[config.mk]
export PLATFORM = sky130hd
export DESIGN_NAME = ptp_target_cmp
export DESIGN_NICKNAME = d
export VERILOG_FILES = /design/src/rtl/ptp_tgt_pkg.sv /design/src/rtl/ptp_tgt_regs.sv /design/src/rtl/ptp_tgt_compare.sv /design/src/rtl/ptp_sec_wrap.sv /design/src/rtl/ptp_tgt_action.sv /design/src/rtl/ptp_target_cmp.sv
export SDC_FILE = /design/constraint.sdc
export NUM_CORES = 1
export LEC_CHECK = 0
export ABC_AREA = 1
export ABC_CLOCK_PERIOD_IN_PS = 1800
export BUFFER_PORTS_ARGS = -buffer_cell sky130_fd_sc_hd__buf_2
export CAP_MARGIN = 10
export CORE_MARGIN = 8
export CORE_UTILIZATION = 35
export DETAILED_ROUTE_END_ITERATION = 10
export PLACE_DENSITY = 0.68
export SYNTH_ARGS = -nofsm -noshare
export SYNTH_HDL_FRONTEND = slang
export SYNTH_SLANG_ARGS = --single-unit
export TNS_END_PERCENT = 100
[constraint.sdc]
create_clock -name clk -period 1.8 [get_ports clk]
set_input_delay 0.36 -clock clk [delete_from_list [all_inputs] [get_ports clk]]
set_output_delay 0.36 -clock clk [all_outputs]
set_load 0.03 [all_outputs]
[src/rtl/ptp_tgt_pkg.sv]
package ptp_tgt_pkg;

  typedef enum logic [1:0] {
    TRIG_IRQ       = 2'b00,
    TRIG_IRQ_START = 2'b01,
    TRIG_START     = 2'b10,
    TRIG_STOP      = 2'b11
  } trig_mode_e;

  typedef struct packed {
    logic want_irq;
    logic want_start;
    logic want_stop;
  } trig_act_t;

  function automatic trig_act_t decode_trig(trig_mode_e m);
    trig_act_t a;
    a = '0;
    case (m)
      TRIG_IRQ:       a.want_irq = 1'b1;
      TRIG_IRQ_START: begin
        a.want_irq   = 1'b1;
        a.want_start = 1'b1;
      end
      TRIG_START:     a.want_start = 1'b1;
      TRIG_STOP:      a.want_stop = 1'b1;
      default:        a = '0;
    endcase
    return a;
  endfunction

endpackage

[src/rtl/ptp_tgt_regs.sv]
module ptp_tgt_regs #(
  parameter int SEC_W = 32,
  parameter int SUB_W = 32
) (
  input  logic             clk,
  input  logic             rst,
  input  logic             wr,
  input  logic [SEC_W-1:0] sec_in,
  input  logic [SUB_W-1:0] sub_in,
  output logic [SEC_W-1:0] tgt_sec,
  output logic [SUB_W-1:0] tgt_sub
);

  always_ff @(posedge clk) begin
    if (rst) begin
      tgt_sec <= '0;
      tgt_sub <= '0;
    end else if (wr) begin
      tgt_sec <= sec_in;
      tgt_sub <= sub_in;
    end
  end

endmodule

[src/rtl/ptp_tgt_compare.sv]
module ptp_tgt_compare #(
  parameter int             SEC_W   = 32,
  parameter int             SUB_W   = 32,
  parameter bit             CEIL_EN = 1'b1,
  parameter logic [SUB_W-1:0] NS_CEIL = 32'h3B9A_C9FF
) (
  input  logic             clk,
  input  logic             rst,
  input  logic [SEC_W-1:0] time_sec,
  input  logic [SUB_W-1:0] time_sub,
  input  logic [SEC_W-1:0] tgt_sec,
  input  logic [SUB_W-1:0] tgt_sub,
  input  logic             digital_roll,
  output logic             cmp_ge,
  output logic             cmp_rise
);

  localparam int TOT_W = SEC_W + SUB_W;

  logic [TOT_W-1:0] now_v;
  logic [TOT_W-1:0] tgt_v;
  logic             tgt_legal;
  logic             ge_q;
  logic             ge_d;

  assign now_v = {time_sec, time_sub};
  assign tgt_v = {tgt_sec, tgt_sub};

  generate
    if (CEIL_EN) begin : g_ceil
      assign tgt_legal = !(digital_roll && (tgt_sub > NS_CEIL));
    end else begin : g_noceil
      assign tgt_legal = 1'b1;
    end
  endgenerate

  always_ff @(posedge clk) begin
    if (rst) begin
      ge_q <= 1'b0;
      ge_d <= 1'b0;
    end else begin
      ge_q <= tgt_legal && (now_v >= tgt_v);
      ge_d <= ge_q;
    end
  end

  assign cmp_ge   = ge_q;
  assign cmp_rise = ge_q & ~ge_d;

endmodule

[src/rtl/ptp_sec_wrap.sv]
module ptp_sec_wrap #(
  parameter int SEC_W = 32
) (
  input  logic             clk,
  input  logic             rst,
  input  logic [SEC_W-1:0] time_sec,
  output logic             wrap
);

  logic [SEC_W-1:0] prev_q;
  logic             valid_q;

  always_ff @(posedge clk) begin
    if (rst) begin
      prev_q  <= '0;
      valid_q <= 1'b0;
      wrap    <= 1'b0;
    end else begin
      wrap    <= valid_q && (&prev_q) && (time_sec == '0);
      prev_q  <= time_sec;
      valid_q <= 1'b1;
    end
  end

endmodule

[src/rtl/ptp_tgt_action.sv]
module ptp_tgt_action
  import ptp_tgt_pkg::*;
(
  input  logic       clk,
  input  logic       rst,
  input  logic       hit,
  input  logic       wrap,
  input  trig_mode_e mode,
  input  logic       irq_en,
  input  logic       clr,
  output logic       reached,
  output logic       ovf,
  output logic       irq,
  output logic       start,
  output logic       stop
);

  trig_act_t act;

  always_comb act = decode_trig(mode);

  always_ff @(posedge clk) begin
    if (rst) begin
      reached <= 1'b0;
      ovf     <= 1'b0;
      irq     <= 1'b0;
      start   <= 1'b0;
      stop    <= 1'b0;
    end else begin
      reached <= hit | (reached & ~clr);
      ovf     <= wrap | (ovf & ~clr);
      irq     <= (hit & irq_en & act.want_irq) | (irq & ~clr);
      start   <= hit & act.want_start;
      stop    <= hit & act.want_stop;
    end
  end

endmodule

[src/rtl/ptp_target_cmp.sv]
module ptp_target_cmp
  import ptp_tgt_pkg::*;
#(
  parameter int               SEC_W   = 32,
  parameter int               SUB_W   = 32,
  parameter bit               CEIL_EN = 1'b1,
  parameter logic [SUB_W-1:0] NS_CEIL = 32'h3B9A_C9FF
) (
  input  logic             clk,
  input  logic             rst,
  input  logic [SEC_W-1:0] time_sec,
  input  logic [SUB_W-1:0] time_sub,
  input  logic             tgt_wr,
  input  logic [SEC_W-1:0] tgt_sec_in,
  input  logic [SUB_W-1:0] tgt_sub_in,
  input  logic             digital_roll,
  input  logic [1:0]       trig_mode,
  input  logic             irq_en,
  input  logic             status_clr,
  output logic             tgt_reached,
  output logic             sec_ovf,
  output logic             irq,
  output logic             pps_start,
  output logic             pps_stop
);

  logic [SEC_W-1:0] tgt_sec_q;
  logic [SUB_W-1:0] tgt_sub_q;
  logic             cmp_ge;
  logic             cmp_rise;
  logic             sec_wrap;
  trig_mode_e       mode_e;

  assign mode_e = trig_mode_e'(trig_mode);

  ptp_tgt_regs #(.SEC_W(SEC_W), .SUB_W(SUB_W)) u_regs (
    .clk     (clk),
    .rst     (rst),
    .wr      (tgt_wr),
    .sec_in  (tgt_sec_in),
    .sub_in  (tgt_sub_in),
    .tgt_sec (tgt_sec_q),
    .tgt_sub (tgt_sub_q)
  );

  ptp_tgt_compare #(
    .SEC_W(SEC_W), .SUB_W(SUB_W), .CEIL_EN(CEIL_EN), .NS_CEIL(NS_CEIL)
  ) u_cmp (
    .clk          (clk),
    .rst          (rst),
    .time_sec     (time_sec),
    .time_sub     (time_sub),
    .tgt_sec      (tgt_sec_q),
    .tgt_sub      (tgt_sub_q),
    .digital_roll (digital_roll),
    .cmp_ge       (cmp_ge),
    .cmp_rise     (cmp_rise)
  );

  ptp_sec_wrap #(.SEC_W(SEC_W)) u_wrap (
    .clk      (clk),
    .rst      (rst),
    .time_sec (time_sec),
    .wrap     (sec_wrap)
  );

  ptp_tgt_action u_act (
    .clk     (clk),
    .rst     (rst),
    .hit     (cmp_rise),
    .wrap    (sec_wrap),
    .mode    (mode_e),
    .irq_en  (irq_en),
    .clr     (status_clr),
    .reached (tgt_reached),
    .ovf     (sec_ovf),
    .irq     (irq),
    .start   (pps_start),
    .stop    (pps_stop)
  );

endmodule

## Word-level counts from Yosys, hierarchy flattened

Cells that the tools add are included.

| operators by class | value |
|---|---|
| reductions and logical operators | 10 |
| $lt $le $gt $ge | 2 |
| mux-type cells | 4 |
| equality and inequality tests | 3 |
| bitwise operators | 13 |

Operators with widths:

| operator | number |
|---|---|
| $ge 64x64->1 | 1 |
| $gt 32x30->1 const B | 1 |
| $logic_not 32->1 | 1 |
| $reduce_and 32->1 | 1 |
| $and 1x1->1 | 8 |
| $eq 2x2->1 const B | 2 |
| $logic_and 1x1->1 | 4 |
| $mux 1 | 4 |
| $reduce_or 2->1 | 2 |
| $or 1x1->1 | 3 |
| $eq 2x1->1 const B | 1 |
| $logic_not 2->1 | 1 |
| $not 1->1 | 2 |
| $logic_not 1->1 | 1 |

| word-level totals | value |
|---|---|
| word-level logic and storage cells | 44 |
| output and inout bits | 5 |
| flip-flop bits (word level) | 105 |
| input port bits | 136 |

## Longest topological paths before layout

| logic depth | value |
|---|---|
| word-level depth | 5 |
| depth in mapped cells | 15 |

## By module

From an unflattened synthesis, not the netlist that was laid out.

| second synthesis, totals | value |
|---|---|
| cell total of the unflattened synthesis | 924 |
| area, all modules | 6082.1 um^2 |

By module, submodules not included:

| module | seq. area each (um^2) | times used | cells an instance | area each (um^2) |
|---|---|---|---|---|
| ptp_tgt_regs | 1281.2 | 1 | 405 | 2666.3 |
| ptp_tgt_compare | 40.0 | 1 | 335 | 2024.4 |
| ptp_sec_wrap | 680.7 | 1 | 157 | 1167.4 |
| ptp_tgt_action | 100.1 | 1 | 27 | 224.0 |

## Least setup slack after synthesis

No wires, ideal clock.

| timing | value |
|---|---|
| kind | input port to flip-flop |
| start | input port time_sec[23] |
| end | register u_cmp.ge_q, in the netlist u_cmp.cmp_ge |
| data arrival time | 1.395 ns |
| data required time | 1.734 ns |
| library setup time | 0.066 ns |
| stages | 9 |
| path slack | 0.339 ns |
| cells stage by stage | ha_1 nand2_2 nor2_4 nand2_2 nor3_4 nand2_2 nor3_2 nand2_1 a21oi_2 |

| on the way | value |
|---|---|
| longest elaborated chain between the ends | 2 |

RTL lines:

| element | line | text |
|---|---|---|
| from (decl) | ptp_target_cmp.sv:11 | `input logic [SEC_W-1:0] time_sec,` |
| $ge 64x64->1 | ptp_tgt_compare.sv:42 | `ge_q <= tgt_legal && (now_v >= tgt_v);` |
| $logic_and 1x1->1 | ptp_tgt_compare.sv:42 |  |
| to (signal assigned) | ptp_tgt_compare.sv:42 |  |
| to (decl) | ptp_tgt_compare.sv:23 | `logic ge_q;` |

Every way passes these cells.
A chain may end at the register's enable or synchronous reset.

## Worst setup path in the final report

| timing | value |
|---|---|
| start | register u_regs.tgt_sec[27] |
| end | register u_cmp.ge_q, in the netlist u_cmp.cmp_ge |

| on the way | value |
|---|---|
| longest elaborated chain between the ends | 2 |

RTL lines:

| element | line | text |
|---|---|---|
| from (decl) | ptp_tgt_regs.sv:10 | `output logic [SEC_W-1:0] tgt_sec,` |
| from (signal assigned) | ptp_tgt_regs.sv:19 | `tgt_sec <= sec_in;` |
| $ge 64x64->1 | ptp_tgt_compare.sv:42 |  |
| $logic_and 1x1->1 | ptp_tgt_compare.sv:42 |  |

Every way passes these cells.

==> results.rst <==
.. list-table::
   :header-rows: 1

   * - Metric
     - Value
   * - Status
     - finished clean
   * - Post-DP HPWL
     - 10.5 mm
   * - Hold Path End
     - u_wrap.prev_q[16]$_SDFF_PP0_
   * - DR iter-0 viols
     - roughly 150
   * - Initial cell density of the core
     - 35.8%
   * - Data required time of the worst path
     - between 2 and 2.5 ns
   * - Total negative slack
     - 0 ns
   * - Fraction of power consumed by combinational cells
     - 17.1%
   * - Sum of overflow across all layers after global routing
     - 0
   * - Dominant delay contributor by cell family on the critical path
     - simple AND/OR/NAND/NOR gates
   * - Number of levels the H-tree was split into
     - 3
   * - Number of clock buffers inserted by TritonCTS
     - 9
   * - Detailed-route vias per instance
     - 4.64
   * - Count of fill cells added during filler insertion
     - about 1500
   * - Antenna viol nets, final
     - 0
   * - Largest cells by area after synthesis
     - dfxtp_1 40%, ha_1 16%, a21oi_1 9.2%, inv_1 7.4%, nand2_1 5.8%
   * - Worst setup slack before clock tree synthesis
     - 0.0262 ns
   * - Number of cells on the worst hold path
     - 3
   * - Switching share of total power
     - 27.3%
   * - Number of global-route vias before repair
     - 4636
   * - Port-buffer cells
     - 140
   * - Most frequent cell on the critical path
     - nand2_1
   * - Std-Cell Core Area
     - 14500 sq um
   * - Static Leak
     - 3.09 nW
   * - Maximum number of pins on one net before global-route repair
     - 65
   * - Category of the worst setup path launch point
     - register
   * - Startpoint of the lowest-slack hold path
     - time_sec[16]
   * - Clk_lat worst skew
     - 0.35 ns
   * - Startpoint of the lowest-slack register-to-register path
     - u_regs.tgt_sec[27]$_SDFFE_PP0P_
   * - Area used by multi-input combinational logic
     - 2570 sq um
   * - Transition time at the pin with the least slew margin
     - 0.428 ns
   * - Worst reg2reg path endpoint
     - u_cmp.cmp_ge$_SDFF_PP0_
   * - X dimension of the die
     - 138 um
   * - Overall Global Routing Usage
     - 14.2%
   * - Post-Syn Area
     - 5200 sq um
   * - Placer Congestion
     - approximately 0.76
   * - Clock transition time at the flip-flop clock pins of the worst setup and hold paths
     - around 0.070 ns
   * - Tmin final
     - 1.62 ns
   * - Syn nets
     - between 800 and 900
   * - Count of clock tree sinks
     - 105
   * - Clk pwr share
     - 35.2%
   * - Buffers plus inverters on the worst setup path
     - 1
   * - Net count reported at finish
     - 1012
   * - Register area
     - 2100 sq um
   * - Number of pins exceeding their max-slew limit in the final report
     - 0
   * - RSZ-0062 raised after global routing
     - false
   * - DRT Wirelength
     - 12.9 mm
   * - Detailed Routing Iterations Pass 1
     - 4
   * - Clock tree root driver cell
     - clkbuf_16
   * - Worst endpoint data arrival time
     - 1.91 ns
   * - Crit path largest cell delay
     - around 0.31 ns
   * - Upper clock frequency limit
     - 617 MHz
   * - Post-CTS sizing
     - 0
   * - TritonCTS clock tree
     - yes
   * - Cell Pwr Density
     - 821 nW/um^2
   * - Proportion of layout cells with a drive suffix above 1
     - 23.3%
   * - Number of hold violations in the final report
     - 0
   * - CP Cell Sequence
     - inv_1 > ha_1 > nand2_1 > nor2_1 > nand2_1 > nor3_4 > nand2_2 > nor3_2 > nand2_1 > a21oi_2
   * - Avg Inst Size Synth
     - 7.70 sq um
   * - Count of unique library cells instantiated by Yosys
     - 30
   * - Number of endpoints failing setup at the final stage
     - 0
   * - #FFs+latches synth
     - 105
   * - Final cycle utilization of the critical path
     - 90.1%
   * - Buffers inserted during post-CTS setup optimization
     - 0
   * - Max capacitance violation total
     - 0
   * - Path depth of the worst reg2reg path
     - 10
   * - Synthesized instance count
     - about 680
   * - Sequential group share of total power
     - between 40% and 50%
   * - Post-synthesis sequential area ratio
     - between 40% and 50%
   * - Bufs on Longest Clock Path
     - 2
   * - Standard-cell row count
     - 44
   * - Count of hold buffers inserted by post-cts repair
     - 0
   * - Height of the die
     - between 100 and 150 um
   * - WL per Instance
     - 12.9 um
   * - Overall die area
     - around 19000 sq um
   * - Worst setup slack after layout
     - 0.179 ns
   * - Maximum vdd ir drop
     - 0.394 mV
   * - Post-route clock skew
     - 0.00556 ns
   * - Area fraction of the dominant cell type after synthesis
     - 40.4%
   * - Number of antenna diodes
     - 0
   * - Ys Warns
     - 0
   * - Worst min-delay path class
     - in2reg
   * - Relative slew slack
     - 71.2%
   * - Antenna violations before repair
     - 0
   * - Net Sw Power
     - 1.44 mW
   * - Internal power consumption
     - 3.83 mW
   * - Global-route wire length before repair
     - 21.5 mm
   * - DRC violation count after routing
     - 0
   * - Top-Level Pins
     - 141
   * - Leading area contributor after synthesis
     - dfxtp_1
   * - Critical Path End Type
     - register
   * - Category of the most critical setup path
     - reg2reg
   * - Vias after detailed routing
     - 4635
   * - Slowest cell on crit path
     - dfxtp_1
   * - Post-synthesis to final-layout area growth
     - 23.5%
   * - Worst R2R Setup Slack
     - 0.18 ns
   * - Largest fanout on the critical path
     - 3
[power by group through the flow]
| stage | combinational (mW) | clock [mW] | sequential (mW) |
|---|---|---|---|
| CTS | 0.911 | 1.94 | 2.51 |
| detailed placement | 0.904 | 0 | 2.57 |
| global placement | 0.886 | 0 | 2.56 |
| global route | 1.06 | 2.06 | 2.53 |
| floorplan | 0.568 | 0 | 2.57 |
| finish | 0.900 | 1.85 | 2.51 |
[logic make-up (layout without fill, tap and decap cells)]
| family | after synthesis | count (layout) | share of synthesized area, % |
|---|---|---|---|
| AND/OR/NAND/NOR | 187 | 187 | 15.9 |
| AO/OA/AOI/OAI | 176 | 176 | 17.3 |
| buffers and inverters | 140 | 279 | 10.2 |
| flip-flops | 105 | 105 | 40.4 |
| adder cells (fa/ha/maj) | 67 | 67 | 16.1 |
[cells in the final DEF, fill, tap and decap left out, types with 3 or more instances in the layout]
cell and instances:
nand2_2 4, buf_4 4, nor2_1 58, inv_2 11, ha_1 67, nand3_1 7
nor4_1 3, clkinvlp_4 4, o21ai_1 32, nor2_2 4, buf_2 140, nand4_1 20
inv_1 103, clkbuf_16 9, dfxtp_1 105, a21oi_1 95, buf_12 3, nor3_1 6
nand2_1 80, o21ai_0 40
[worst max path at each step]
stage | from | endpoint | slack [ns] | depth (start not counted)
floorplan | time_sec[23] | u_cmp.cmp_ge$_SDFF_PP0_ | 0.34 | 9
global placement | time_sec[31] | u_cmp.cmp_ge$_SDFF_PP0_ | 0.09 | 10
detailed placement | time_sec[27] | u_cmp.cmp_ge$_SDFF_PP0_ | 0.03 | 10
CTS | u_regs.tgt_sec[31]$_SDFFE_PP0P_ | u_cmp.cmp_ge$_SDFF_PP0_ | 0.14 | 10
global route | u_regs.tgt_sec[31]$_SDFFE_PP0P_ | u_cmp.cmp_ge$_SDFF_PP0_ | 0.003 | 10
finish | u_regs.tgt_sec[27]$_SDFFE_PP0P_ | u_cmp.cmp_ge$_SDFF_PP0_ | 0.18 | 10
[worst reg2reg max path: cells and delay by family, from the launching register on]
family	cells	cell delay, ns
and+or+nand+nor	7	0.82
buffers and inverters	1	0.05
adders and majority gates	1	0.29
DFF	1	0.31
AOI/OAI and AO/OA	1	0.10
[cell type report]
type | instances | area share (%)
tap | 184 | 3.59
inverter | 116 | 6.80
clock buffer | 10 | 3.72
clock inverter | 6 | 0.682
timing repair buffer | 147 | 12.3
multi-input combinational | 430 | 40.1
sequential | 105 | 32.8
[sequential cells by signal, indices dropped and copies added, names as in the netlist]
register,cells
u_regs.tgt_sec,32
u_regs.tgt_sub,32
u_wrap.prev_q,32
u_act.irq,1
u_act.ovf,1
u_act.reached,1
u_act.start,1
u_act.stop,1
u_cmp.cmp_ge,1
u_cmp.ge_d,1
u_wrap.valid_q,1
u_wrap.wrap,1
[Yosys cell counts (all sizes together)]
library cell	number
a21o	2
a21oi	97
a31oi	1
buf	8
clkbuf	16
clkinv	1
dfxtp	105
ha	67
inv	115
nand2	84
nand3	7
nand3b	1
nand4	20
nor2	63
nor3	9
nor4	3
o211ai	1
o21a	2
o21ai	72
o22ai	1
[per-stage QoR]
step,hold WS [ns],cell area [sq um],total power [mW],std cells,utilization (%)
floorplan,0.411,5200,3.13,675,-
global placement,0.420,6120,3.45,982,42.1
detailed placement,0.429,6120,3.47,982,42.1
CTS,0.223,6410,5.37,998,44.1
global route,0.234,6420,5.65,998,44.2
finish,0.240,6420,5.27,998,44.2
[layer usage]
metal	track usage [%]	part of all wire (%)	vias up
met2	22.4	45	101
met5	0	0	-
met1	18.7	48	2025
met3	3.77	6.2	16
met4	4.18	1.3	0
li1	-	-	2493
No activity file was read; power rests on OpenSTA's default activity.
